## src/rtl/tpc_pkg.sv

```systemverilog
package tpc_pkg;

    localparam int LEVELS = 3;

    typedef enum logic [2:0] {
        ST_IDLE  = 3'd0,
        ST_CLEAR = 3'd1,
        ST_ACCUM = 3'd2,
        ST_CMP   = 3'd3,
        ST_LATCH = 3'd4,
        ST_DONE  = 3'd5
    } cal_state_e;

    // absolute distance between two counts
    function automatic int unsigned gap(input int unsigned a, input int unsigned b);
        return (a >= b) ? (a - b) : (b - a);
    endfunction

endpackage

```

## src/rtl/tpc_duty_bank.sv

```systemverilog
module tpc_duty_bank #(
    parameter int NCH   = 15,
    parameter int CNT_W = 7
) (
    input  logic                      clk,
    input  logic                      rst,
    input  logic                      clr,
    input  logic                      take,
    input  logic [NCH-1:0]            bank,
    output logic [NCH-1:0][CNT_W-1:0] duty
);

    localparam logic [CNT_W-1:0] TOP = '1;

    for (genvar g = 0; g < NCH; g++) begin : g_ch
        logic [CNT_W-1:0] cnt_q;
        always_ff @(posedge clk) begin
            if (rst || clr) begin
                cnt_q <= '0;
            end else if (take && bank[g] && (cnt_q != TOP)) begin
                cnt_q <= cnt_q + 1'b1;
            end
        end
        assign duty[g] = cnt_q;
    end

endmodule

```

## src/rtl/tpc_level_search.sv

```systemverilog
module tpc_level_search import tpc_pkg::*; #(
    parameter int CNT_W  = 7,
    parameter int IDX_W  = 4,
    parameter int TARGET = 64
) (
    input  logic             clk,
    input  logic             rst,
    input  logic             step,
    input  logic             first,
    input  logic [IDX_W-1:0] idx,
    input  logic [CNT_W-1:0] duty,
    output logic [IDX_W-1:0] best
);

    typedef struct packed {
        logic [IDX_W-1:0] idx;
        logic [CNT_W-1:0] err;
    } pick_t;

    pick_t            pick_q;
    logic [CNT_W-1:0] err_now;

    assign err_now = CNT_W'(gap(32'(duty), 32'(TARGET)));

    // strict less-than keeps the earlier (lower) index on a tie
    always_ff @(posedge clk) begin
        if (rst) begin
            pick_q <= '0;
        end else if (step && (first || (err_now < pick_q.err))) begin
            pick_q <= '{idx: idx, err: err_now};
        end
    end

    assign best = pick_q.idx;

endmodule

```

## src/rtl/thresh_pick_cal.sv

```systemverilog
module thresh_pick_cal import tpc_pkg::*; #(
    parameter int NCH   = 15,
    parameter int CNT_W = 7,
    parameter int OFS_W = 3
) (
    input  logic                       clk,
    input  logic                       rst,
    input  logic [NCH-1:0]             cmp_bank,
    input  logic                       smp_stb,
    input  logic                       auto_en,
    input  logic [LEVELS*OFS_W-1:0]    man_sel,
    input  logic [1:0]                 lev_sel,
    output logic [$clog2(NCH)-1:0]     lvl0_ch,
    output logic [$clog2(NCH)-1:0]     lvl1_ch,
    output logic [$clog2(NCH)-1:0]     lvl2_ch,
    output logic [$clog2(NCH)-1:0]     rb_ch,
    output logic [2:0]                 state_o
);

    localparam int IDX_W     = $clog2(NCH);
    localparam int WIN       = 1 << CNT_W;
    localparam int BASE_STEP = (NCH - (1 << OFS_W)) / (LEVELS - 1);

    cal_state_e                       st_q;
    logic [CNT_W-1:0]                 smp_cnt_q;
    logic [IDX_W-1:0]                 scan_q;
    logic [LEVELS-1:0][IDX_W-1:0]     cal_q;
    logic [LEVELS-1:0][IDX_W-1:0]     best_idx;
    logic [LEVELS-1:0][IDX_W-1:0]     man_idx;
    logic [LEVELS-1:0][IDX_W-1:0]     sel;
    logic [NCH-1:0][CNT_W-1:0]        duty;
    logic [CNT_W-1:0]                 duty_cur;
    logic                             take;

    assign take     = (st_q == ST_ACCUM) && smp_stb;
    assign duty_cur = duty[scan_q];

    tpc_duty_bank #(.NCH(NCH), .CNT_W(CNT_W)) u_bank (
        .clk  (clk),
        .rst  (rst),
        .clr  (st_q == ST_CLEAR),
        .take (take),
        .bank (cmp_bank),
        .duty (duty)
    );

    for (genvar l = 0; l < LEVELS; l++) begin : g_lvl
        tpc_level_search #(
            .CNT_W  (CNT_W),
            .IDX_W  (IDX_W),
            .TARGET ((WIN * (LEVELS - l)) / (LEVELS + 1))
        ) u_srch (
            .clk   (clk),
            .rst   (rst),
            .step  (st_q == ST_CMP),
            .first (scan_q == '0),
            .idx   (scan_q),
            .duty  (duty_cur),
            .best  (best_idx[l])
        );
        assign man_idx[l] = IDX_W'(l * BASE_STEP) + IDX_W'(man_sel[l*OFS_W +: OFS_W]);
        assign sel[l]     = auto_en ? cal_q[l] : man_idx[l];
    end

    always_ff @(posedge clk) begin
        if (rst) begin
            st_q      <= ST_IDLE;
            smp_cnt_q <= '0;
            scan_q    <= '0;
            cal_q     <= '0;
        end else if (!auto_en) begin
            st_q <= ST_IDLE;
        end else begin
            unique case (st_q)
                ST_IDLE:  st_q <= ST_CLEAR;
                ST_CLEAR: begin
                    smp_cnt_q <= '0;
                    st_q      <= ST_ACCUM;
                end
                ST_ACCUM: begin
                    if (smp_stb) begin
                        smp_cnt_q <= smp_cnt_q + 1'b1;
                        if (smp_cnt_q == CNT_W'(WIN - 1)) begin
                            scan_q <= '0;
                            st_q   <= ST_CMP;
                        end
                    end
                end
                ST_CMP: begin
                    scan_q <= scan_q + 1'b1;
                    if (scan_q == IDX_W'(NCH - 1)) st_q <= ST_LATCH;
                end
                ST_LATCH: begin
                    cal_q <= best_idx;
                    st_q  <= ST_DONE;
                end
                ST_DONE:  st_q <= ST_DONE;
                default:  st_q <= ST_IDLE;
            endcase
        end
    end

    always_comb begin
        unique case (lev_sel)
            2'd0:    rb_ch = sel[0];
            2'd1:    rb_ch = sel[1];
            2'd2:    rb_ch = sel[2];
            default: rb_ch = '1;
        endcase
    end

    assign lvl0_ch = sel[0];
    assign lvl1_ch = sel[1];
    assign lvl2_ch = sel[2];
    assign state_o = st_q;

endmodule

```

## config.mk

```make
export PLATFORM = sky130hd
export DESIGN_NAME = thresh_pick_cal
export DESIGN_NICKNAME = d
export VERILOG_FILES = /design/src/rtl/tpc_pkg.sv /design/src/rtl/tpc_duty_bank.sv /design/src/rtl/tpc_level_search.sv /design/src/rtl/thresh_pick_cal.sv
export SDC_FILE = /design/constraint.sdc
export NUM_CORES = 1
export LEC_CHECK = 0
export ABC_AREA = 1
export BUFFER_PORTS_ARGS = -buffer_cell sky130_fd_sc_hd__clkbuf_2
export CORE_MARGIN = 1.5
export CORE_UTILIZATION = 50
export CTS_CLUSTER_SIZE = 10
export DETAILED_ROUTE_END_ITERATION = 8
export PLACE_DENSITY_LB_ADDON = 0.25
export SYNTH_ARGS = -nofsm -noshare
export SYNTH_HDL_FRONTEND = slang
export SYNTH_SLANG_ARGS = --single-unit
```

## constraint.sdc

```tcl
create_clock -name clk -period 5.5 [get_ports clk]
set_input_delay 0.55 -clock clk [delete_from_list [all_inputs] [get_ports clk]]
set_output_delay 0.55 -clock clk [all_outputs]
set_load 0.02 [all_outputs]
```

==> results of run 1 <==
[placed cells by master (no fill, tap or decap), types with 2 or more instances in the layout]
| master | Yosys | layout |
|---|---|---|
| clkinv_1 | 1 | 2 |
| o21a_1 | 7 | 7 |
| or2_2 | 2 | 2 |
| o211ai_1 | 4 | 4 |
| nand4_1 | 10 | 10 |
| nor4_1 | 18 | 18 |
| nand3_1 | 122 | 122 |
| nor3b_1 | 9 | 9 |
| o221a_2 | 2 | 2 |
| buf_4 | 7 | 7 |
| nor3_1 | 24 | 23 |
| inv_6 | 0 | 2 |
| a31oi_1 | 12 | 12 |
| clkbuf_8 | 0 | 4 |
| dfxtp_1 | 164 | 163 |
| o21ai_1 | 5 | 5 |
| a21oi_1 | 103 | 103 |
| clkbuf_16 | 0 | 17 |
| nor2_2 | 2 | 3 |
| a211oi_1 | 5 | 5 |
| clkinvlp_4 | 0 | 3 |
| clkinv_4 | 0 | 2 |
| o21ai_0 | 102 | 102 |
| xor2_1 | 3 | 3 |
| nor2_4 | 4 | 4 |
| ha_1 | 44 | 44 |
| nand2_1 | 349 | 349 |
| nor2_1 | 142 | 141 |
| o31ai_1 | 8 | 8 |
| inv_2 | 6 | 6 |
| clkinv_2 | 0 | 3 |
| nand2_2 | 11 | 11 |
| and3_1 | 2 | 2 |
| o21ba_2 | 5 | 5 |
| clkbuf_2 | 0 | 48 |
| inv_1 | 162 | 161 |
[sequential cells by signal, summed over array words and instances (netlist names)]
name                 cells
state_o                  3
u_bank.g_ch.cnt_q      105
cal_q                   12
scan_q                   4
g_lvl.u_srch.best       12
g_lvl.u_srch.pick_q     21
smp_cnt_q                7
[critical path, cell delays in order, from the launching register on]
cell,delay [ns]
dfxtp_2,0.69
buf_4,0.36
nand2_1,0.16
inv_1,0.26
nand2_1,0.11
nand4_1,0.10
nand3_1,0.09
nand2_2,0.21
ha_1,0.31
inv_1,0.14
or2_2,0.31
a21boi_0,0.13
ha_1,0.30
nand2_1,0.09
nor2_1,0.05
a211oi_1,0.18
nand2_1,0.11
nand2_2,0.15
nand2_2,0.22
a21oi_1,0.19
nor2_1,0.05
[layout make-up]
type | count | area, um^2
Fill cell | 1779 | 7944
Multi-Input combinational cell | 1004 | 5026
Sequential cell | 164 | 3284
Inverter | 169 | 634.4
Clock buffer | 22 | 484.2
Timing Repair Buffer | 55 | 292.8
Tap cell | 229 | 286.5
Clock inverter | 10 | 72.57
[final timing paths]
kind / end / start / slack, ns / depth (start not counted)
worst max-delay path: g_lvl[0].u_srch.pick_q[6]$_SDFFE_PP0P_ / scan_q[0]$_SDFFE_PP0P_ / 1.18 / 20
worst min-delay path: u_bank.g_ch[1].cnt_q[6]$_SDFFE_PP0P_ / cmp_bank[1] / 0.37 / 3
worst max register to register: g_lvl[0].u_srch.pick_q[6]$_SDFFE_PP0P_ / scan_q[0]$_SDFFE_PP0P_ / 1.18 / 20
worst min register to register: cal_q[7]$_SDFFE_PP0P_ / cal_q[7]$_SDFFE_PP0P_ / 0.45 / 2
[cells in the mapped netlist (9+ instances only)]
cell	number
a31oi_1	12
ha_1	44
o21ai_0	102
nor3_1	24
clkbuf_1	25
nand4_1	10
nand2_1	349
nand3_1	122
inv_1	162
nor4_1	18
nor3b_1	9
a21oi_1	103
nand2_2	11
nor2_1	142
dfxtp_1	164
[power breakdown]
part           internal, W  switching, W
clock             0.000627      0.000504
sequential         0.00120    0.00000671
combinational    0.0000632      0.000134
total              0.00189      0.000645
[kinds of logic (layout without fill, tap and decap cells)]
family | Yosys count | in the layout | share of synthesized area, %
buffers and inverters | 216 | 256 | 9.703
flip-flops | 164 | 164 | 35.71
adder cells (fa/ha/maj) | 44 | 44 | 5.988
XOR/XNOR | 4 | 4 | 0.3811
AO/OA/AOI/OAI | 258 | 258 | 15.49
AND/OR/NAND/NOR | 698 | 698 | 32.73
[layer usage]
layer	global-route usage, %	vias to the layer above	part of all wire [%]
met3	4.731	46	4.3
met1	29.98	3922	47
met5	0	-	0
li1	-	4582	-
met4	9.640	0	2.9
met2	39.20	175	46
[metrics by stage]
| step | total power [W] | worst slack, ns |
|---|---|---|
| global route | 0.002631 | 0.6933 |
| finish | 0.002530 | 1.176 |
| detailed placement | 0.001425 | 1.268 |
| CTS | 0.002550 | 1.243 |
| floorplan | 0.001367 | 2.186 |
| global placement | 0.001421 | 1.430 |
==> key figures, run 1 <==
Run status
  • Status: finished, final reports clean

Die
  • Die span in x: 138.6 um
  • Io pins: 49
  • Row count: 49
  • Initial Util: 51.01%
  • Die Area: 19210 um^2
  • Core Region: 18020 um^2
  • Chip height: 138.6 um

Synth
  • Post-synthesis sequential area ratio: 35.71%
  • Cell accounting for the most synthesized area: dfxtp_1
  • Yosys reg bits: 164
  • Total number of yosys warnings: 0
  • Async set-reset flop share out of synthesis: 0%
  • Gate Count Post-Synth: 1384
  • Dominant cells by area after synthesis: dfxtp_1 36%, nand2_1 14%, nand3_1 6.6%
  • Post-synth top area share: 35.71%
  • Syn Nets: 1458
  • EDFF count, synth: 0
  • Synthesized cell area: 9194 um^2
  • Synth cell types: 42
  • Primary FF master, synth: dfxtp_1
  • Synth Area per Inst: 6.643 um^2

STA
  • Relative max-transition margin: 58.41%
  • Final setup TNS: 0 ns
  • Setup-failing EPs final: 0
  • Final hold violations: 0
  • Clock Skew: 0.01007 ns
  • RSZ-0062 raised after global routing: false
  • Slew @ Worst Pin: 0.6239 ns
  • Fmax: 231.3 MHz
  • Final period util: 78.62%
  • Tmin final: 4.324 ns
  • Fin. max-slew vios: 0
  • Hold WS: 0.3681 ns

Run
  • Max-cap viol count: 0

Clock network
  • Post-CTS setup buffer count: 0
  • CTS resizes: 0
  • Clk buf depth: 2
  • Hold Buf Count CTS: 0
  • Clock Latency Late Sink: 0.44 ns
  • Inserted Clock Buffers: 17
  • CTS tree: done
  • CTS Sinks: 164
  • CTS clock-pin slew for the worst setup and hold paths: 0.06 ns
  • H-tree depth: 4
  • Root buffer cell: clkbuf_16

Routing
  • DRC: 0
  • Vias per cell: 5.278
  • Via count: 8725
  • Routed Antenna Nets: 0
  • Number of DRC markers in iteration 0: 590
  • Total Wirelength: 22090 um
  • Drt first pass iters: 5
  • Avg WL per Cell: 13.36 um

Worst hold path
  • Worst hold path class: primary input to flop

Power
  • PwrDens: 251.0 nW/um^2
  • VDD IR max: 0.0002353 V
  • Leak pwr: 4.107 nW

Layout
  • Share of layout cells above drive strength 1: 8.848%
  • Area grow syn2layout: 9.649%
  • Number of antenna diodes: 0
  • Fin cells: 1653
  • Design area: 10080 um^2
  • Final core utilization: 55.93%
  • Post-layout net count: 1485

Global routing
  • Congestion Overflow GR: 0
  • Largest net degree at the start of global routing: 69
  • Initial antenna violation count: 0
  • GRT Overall Usage: 23.58%
  • Number of global-route vias before repair: 8004
  • First-pass GRT wire length: 37450 um

Worst setup path
  • CP arrival: 4.66 ns
  • CP Class: flop to flop
  • Critical Path Fanout Max: 29
  • CP required: 5.83 ns
  • Worst Setup End Kind: flop
  • Critical Path Source Type: flop

Placed design
  • IO buf count: 48
  • Sum of net half-perimeters after detailed placement: 16000 um
  • DP Cell Count: 1621
  • Post-DP Area: 9524 um^2
  • Gpl congestion: 0.9411
Note: power is estimated with default switching activity, not from simulation.
==> inputs of run 2 (changes only) <==
- clock period: 5.5 -> 4.16 ns (I/O delays scaled with it)
==> run 2 against run 1 <==
Against the previous run: fmax grew 16%; worst setup slack lost 0.73 ns; sequential share of layout area shrank 0.37 points; critical path depth grew 2; core utilization grew 0.74 points; non-clock buffer count grew 6; critical endpoint unchanged.
==> key figures, run 2 (same netlist as run 1, synthesis figures left out) <==
Worst setup path
  • Worst r2r dst: g_lvl[0].u_srch.pick_q[6]$_SDFFE_PP0P_
  • Worst Setup End Kind: flop
  • Worst reg2reg path startpoint: scan_q[0]$_SDFFE_PP0P_
  • CP arrival: 4.04 ns
  • Critical Path Fanout Max: 17
  • CP required: 4.48 ns
  • Critical Path Source Type: flop
  • CP Cell Sequence: inv_2 > buf_6 > nand3_1 > nand2_1 > inv_1 > nand2_1 > nand3_2 > nand2_2 > inv_1 > ha_1 > nand4_1 > nand2_1 > o21ai_1 > ha_1 > a21oi_1 > nor2_1 > a211oi_1 > nand2_1 > nand2_2 > nand2_2 > a21oi_1 > nor2_1
  • Crit path max-delay cell type: dfxtp_4
  • CP Class: flop to flop
  • R2R depth: 22
  • Reg-to-reg slack, setup: 0.44 ns
  • Max incr delay on CP: 0.41 ns
  • CP dominant cell by count: nand2_1

Layout
  • Post-layout net count: 1491
  • Final core utilization: 56.66%
  • Top flop regs: u_bank.g_ch.cnt_q: 105 flops, g_lvl.u_srch.pick_q: 21 flops
  • Share of layout cells above drive strength 1: 9.510%
  • Number of antenna diodes: 0
  • Largest register FFs: 105
  • Most common cell after layout, fill and taps aside: nand2_1
  • Most flops, register: u_bank.g_ch.cnt_q
  • Area grow syn2layout: 11.09%
  • Most frequent cells in the layout: 348 x nand2_1, 161 x inv_1, 161 x dfxtp_1

Run status
  • Status: finished, final reports clean

Global routing
  • Congestion Overflow GR: 0
  • GRT Overall Usage: 22.86%
  • First-pass GRT wire length: 36020 um
  • Initial antenna violation count: 0
  • Largest net degree at the start of global routing: 39
  • Number of global-route vias before repair: 7710

Placed design
  • IO buf count: 48
  • Gpl congestion: 0.8828
  • Sum of net half-perimeters after detailed placement: 15980 um

Worst hold path
  • Worst hold path cell count: 3
  • Hold worst-path end: u_bank.g_ch[0].cnt_q[6]$_SDFFE_PP0P_
  • Worst hold path startpoint: cmp_bank[0]
  • Worst hold path class: primary input to flop

STA
  • Fmax: 269.0 MHz
  • Fin. max-slew vios: 0
  • RSZ-0062 raised after global routing: false
  • Final setup TNS: 0 ns
  • Relative max-transition margin: 33.94%
  • Final hold violations: 0
  • Hold WS: 0.2507 ns
  • Final period util: 89.36%
  • Clock Skew: 0.009789 ns
  • Setup-failing EPs final: 0
  • Tmin final: 3.717 ns
  • Slew @ Worst Pin: 0.9848 ns

Clock network
  • Clock Latency Late Sink: 0.43 ns
  • CTS clock-pin slew for the worst setup and hold paths: 0.06 ns
  • H-tree depth: 4
  • CTS Sinks: 164
  • Hold Buf Count CTS: 0
  • Clk buf depth: 2
  • Inserted Clock Buffers: 17
  • CTS tree: done
  • Root buffer cell: clkbuf_16

Die
  • Chip height: 138.6 um
  • Die Area: 19210 um^2
  • Row count: 49
  • Io pins: 49
  • Die span in x: 138.6 um
  • Initial Util: 51.01%
  • Core Region: 18020 um^2

Routing
  • Avg WL per Cell: 13.15 um
  • Number of DRC markers in iteration 0: 558
  • DRC: 0
  • Total Wirelength: 21820 um
  • Vias per cell: 5.224
  • Via count: 8666
  • Drt first pass iters: 5
  • Routed Antenna Nets: 0

Power
  • VDD IR max: 0.0002493 V
  • PwrDens: 340.1 nW/um^2
  • Leak pwr: 4.169 nW
  • Design Power: 0.003473 W

Run
  • Max-cap viol count: 0
## run 2: cell types whose count changed in the layout (fill, tap and decap cells not counted), sizes merged
| cell | before | now |
|---|---|---|
| buf | 7 | 13 |
| bufinv | 0 | 3 |
| clkbuf | 70 | 65 |
| inv | 169 | 171 |
## run 2: worst max path at each step
stage,end,startpoint,slack (ns)
finish,g_lvl[0].u_srch.pick_q[6]$_SDFFE_PP0P_,scan_q[0]$_SDFFE_PP0P_,0.44
global route,g_lvl[0].u_srch.pick_q[6]$_SDFFE_PP0P_,scan_q[0]$_SDFFE_PP0P_,0.03
CTS,g_lvl[0].u_srch.pick_q[6]$_SDFFE_PP0P_,scan_q[2]$_SDFFE_PP0P_,0.19
detailed placement,g_lvl[0].u_srch.pick_q[6]$_SDFFE_PP0P_,scan_q[2]$_SDFFE_PP0P_,0.19
global placement,g_lvl[0].u_srch.pick_q[6]$_SDFFE_PP0P_,scan_q[2]$_SDFFE_PP0P_,0.25
floorplan,g_lvl[0].u_srch.pick_q[6]$_SDFFE_PP0P_,scan_q[1]$_SDFFE_PP0P_,0.85
## run 2: metrics by stage
step / cells / instance area [um^2] / setup WS, ns
2_1_floorplan: 1384 / 9194 / 0.8462
3_3_place_gp: 1626 / 9574 / 0.2540
3_5_place_dp: 1626 / 9574 / 0.1944
4_1_cts: 1658 / 10180 / 0.1874
5_1_grt: 1659 / 10210 / 0.03396
6_report: 1659 / 10210 / 0.4428
## run 2: metal layers
| layer | global-route usage, % | vias to the layer above | share of wire [%] |
|---|---|---|---|
| li1 | - | 4595 | - |
| met1 | 29.59 | 3866 | 47 |
| met2 | 38.81 | 179 | 48 |
| met3 | 4.075 | 26 | 4.2 |
| met4 | 7.147 | 0 | 1.5 |
| met5 | 0 | - | 0 |
## run 2: final cells by class
| class | count | area [um^2] |
|---|---|---|
| tap | 229 | 286.5 |
| timing repair buffer | 61 | 370.4 |
| clock inverter | 15 | 178.9 |
| multi-input combinational | 1004 | 5029 |
| sequential | 164 | 3289 |
| inverter | 169 | 634.4 |
| fill | 1805 | 7811 |
| clock buffer | 17 | 425.4 |
## run 2: what timing repair did
action                     in CTS  in global routing
resized for setup               0                  6
setup endpoints to repair       0                 33
buffers inserted                0                  1
## run 2: power by group
| group | leakage (nW) | switching, W | internal [W] |
|---|---|---|---|
| combinational | 2.55 | 0.000175 | 0.0000858 |
| sequential | 1.32 | 0.00000826 | 0.00158 |
| clock | 0.292 | 0.000675 | 0.000949 |
| total | 4.17 | 0.000858 | 0.00262 |
## run 2: critical path: cells and delay by family, from the launching register on
kind / cells / cell delay (ns)
AND/OR/NAND/NOR: 12 / 1.37
AO/OA/AOI/OAI: 4 / 0.72
buffers and inverters: 4 / 0.58
adder cells (fa/ha/maj): 2 / 0.53
flip-flops: 1 / 0.41
==> inputs of run 3 (changes only) <==
- CELL_PAD_IN_SITES_DETAIL_PLACEMENT: unset -> 0
- CELL_PAD_IN_SITES_GLOBAL_PLACEMENT: unset -> 1
- CORE_ASPECT_RATIO: unset -> 1.4
- CORE_UTILIZATION: 50 -> 44
- PLACE_DENSITY_LB_ADDON: 0.25 -> 0.3
==> run 3 against run 2 <==
Against the previous run: sequential power about the same; worst setup slack worse by 0.017 ns; final area rose by 0.33%; fmax down 0.46%; via count is essentially flat; power rose by 1.7%; sequential share of layout area down 0.13 points; critical endpoint unchanged; largest cell class unchanged.
==> key figures, run 3 (same netlist as run 1, synthesis figures left out) <==
Placed design
  • IO buf count: 48
  • Gpl congestion: 0.8624
  • Sum of net half-perimeters after detailed placement: 17440 um
  • DP Cell Count: 1654

Clock network
  • CTS Sinks: 164
  • H-tree depth: 4
  • Post-CTS setup buffer count: 0
  • CTS tree: done
  • Clock Latency Late Sink: 0.44 ns
  • Clk buf depth: 2
  • Hold Buf Count CTS: 0
  • CTS clock-pin slew for the worst setup and hold paths: 0.07 ns
  • Inserted Clock Buffers: 17
  • Root buffer cell: clkbuf_16
  • CTS resizes: 0

Layout
  • Largest register FFs: 105
  • Area grow syn2layout: 11.46%
  • Fin cells: 1686
  • Top flop regs: u_bank.g_ch.cnt_q: 105 flops, g_lvl.u_srch.pick_q: 21 flops
  • Share of layout cells above drive strength 1: 9.510%
  • Number of antenna diodes: 0
  • Final core utilization: 50.04%
  • Most flops, register: u_bank.g_ch.cnt_q
  • Post-layout net count: 1491
  • Most common cell after layout, fill and taps aside: nand2_1
  • Most frequent cells in the layout: 348 x nand2_1, 163 x dfxtp_1, 161 x inv_1

Global routing
  • Largest net degree at the start of global routing: 49
  • GRT Overall Usage: 22.13%
  • First-pass GRT wire length: 39010 um
  • Number of global-route vias before repair: 8191
  • Congestion Overflow GR: 0
  • Initial antenna violation count: 0

Routing
  • Via count: 8663
  • Routed Antenna Nets: 0
  • Drt first pass iters: 5
  • Total Wirelength: 23360 um
  • Number of DRC markers in iteration 0: 420
  • Vias per cell: 5.138
  • Avg WL per Cell: 13.86 um
  • DRC: 0

Power
  • Int Power: 0.002651 W
  • PwrDens: 344.6 nW/um^2
  • Net Switching: 0.0008806 W
  • Sw frac: 24.94%
  • Leak pwr: 4.172 nW
  • Logic pwr share: 7.4%
  • Part of the power in registers: 45.0%
  • Clock power share: 47.6%
  • VDD IR max: 0.0002785 V

Die
  • Die span in x: 125.2 um
  • Row count: 62
  • Initial Util: 44.89%
  • Core Region: 20480 um^2
  • Die Area: 21780 um^2
  • Chip height: 174.0 um
  • Io pins: 49

Worst setup path
  • R2R depth: 21
  • Reg-to-reg slack, setup: 0.43 ns
  • CP Cell Sequence: buf_4 > nand3_1 > nand2_1 > inv_1 > nand2_1 > nand3_2 > nand2_2 > inv_1 > ha_1 > nand4_1 > nand2_1 > o21ai_1 > ha_1 > a21oi_1 > nor2_1 > a211oi_1 > nand2_1 > nand2_2 > nand2_4 > a21oi_1 > nor2_1
  • Max incr delay on CP: 0.48 ns
  • Worst r2r dst: g_lvl[0].u_srch.pick_q[6]$_SDFFE_PP0P_
  • Critical Path Fanout Max: 16
  • CP dominant cell by count: nand2_1
  • Crit path max-delay cell type: dfxtp_1
  • Worst Setup End Kind: flop
  • CP Class: flop to flop
  • Worst reg2reg path startpoint: scan_q[1]$_SDFFE_PP0P_
  • CP arrival: 4.07 ns
  • CP required: 4.49 ns
  • Critical Path Source Type: flop

STA
  • Final setup TNS: 0 ns
  • Fin. max-slew vios: 0
  • Setup-failing EPs final: 0
  • RSZ-0062 raised after global routing: false
  • Slew @ Worst Pin: 0.7211 ns
  • Relative max-transition margin: 51.86%
  • Fmax: 267.8 MHz
  • Final period util: 89.77%
  • Final hold violations: 0
  • Tmin final: 3.734 ns
  • Clock Skew: 0.01011 ns

Worst hold path
  • Worst hold path startpoint: cmp_bank[5]
  • Hold worst-path end: u_bank.g_ch[5].cnt_q[6]$_SDFFE_PP0P_
  • Worst hold path class: primary input to flop
  • Worst hold path cell count: 3

Run status
  • Status: finished, final reports clean

Run
  • Max-cap viol count: 0
-- run 3: worst max path at each step --
stage                           startpoint                                endpoint  slack (ns)  cells past startpoint
finish              scan_q[1]$_SDFFE_PP0P_  g_lvl[0].u_srch.pick_q[6]$_SDFFE_PP0P_        0.43                     21
floorplan           scan_q[1]$_SDFFE_PP0P_  g_lvl[0].u_srch.pick_q[6]$_SDFFE_PP0P_        0.85                     24
global route        scan_q[0]$_SDFFE_PP0P_  g_lvl[2].u_srch.pick_q[4]$_SDFFE_PP0P_        0.03                     22
detailed placement  scan_q[0]$_SDFFE_PP0P_  g_lvl[0].u_srch.pick_q[6]$_SDFFE_PP0P_        0.18                     23
CTS                 scan_q[0]$_SDFFE_PP0P_  g_lvl[0].u_srch.pick_q[6]$_SDFFE_PP0P_        0.17                     23
global placement    scan_q[0]$_SDFFE_PP0P_  g_lvl[0].u_srch.pick_q[6]$_SDFFE_PP0P_        0.23                     23
-- run 3: worst max-delay path, delay by kind of cell, from the launching register on --
kind                     cells  cell delay [ns]
AO/OA/AOI/OAI                4             0.77
adder cells (fa/ha/maj)      2             0.55
buffers and inverters        3             0.46
flip-flops                   1             0.48
AND/OR/NAND/NOR             12             1.38
-- run 3: final cells by class --
class                      instances  area, um^2
clock buffer                      19       452.9
clock inverter                    13       173.9
fill                            2175       10230
inverter                         169       634.4
multi-input combinational       1004        5041
sequential                       164        3287
tap                              256       320.3
timing repair buffer              61       337.8
-- run 3: stage by stage --
stage / setup WS [ns] / total power, W / area, um^2 / hold slack, ns
finish: 0.4257 / 0.003531 / 10250 / 0.2292
global route: 0.02527 / 0.003676 / 10250 / 0.2388
CTS: 0.1665 / 0.003571 / 10230 / 0.2152
detailed placement: 0.1847 / 0.001889 / 9603 / 0.4501
global placement: 0.2340 / 0.001887 / 9603 / 0.4457
floorplan: 0.8462 / 0.001807 / 9194 / 0.4246
-- run 3: per-layer routing --
layer  track usage (%)  vias to the layer above  part of all wire (%)
met2             40.39                      130                    52
met3             3.109                       35                   2.8
li1                  -                     4613                     -
met5                 0                        -                     0
met1             25.23                     3885                    43
met4             10.42                        0                   3.0
-- run 3: power by group through the flow --
stage	clock, W	sequential, W	combinational, W
floorplan	0	0.00162	0.000183
global placement	0	0.00162	0.000263
detailed placement	0	0.00162	0.000264
CTS	0.00172	0.00159	0.000265
global route	0.00179	0.00159	0.000301
finish	0.00168	0.00159	0.000263
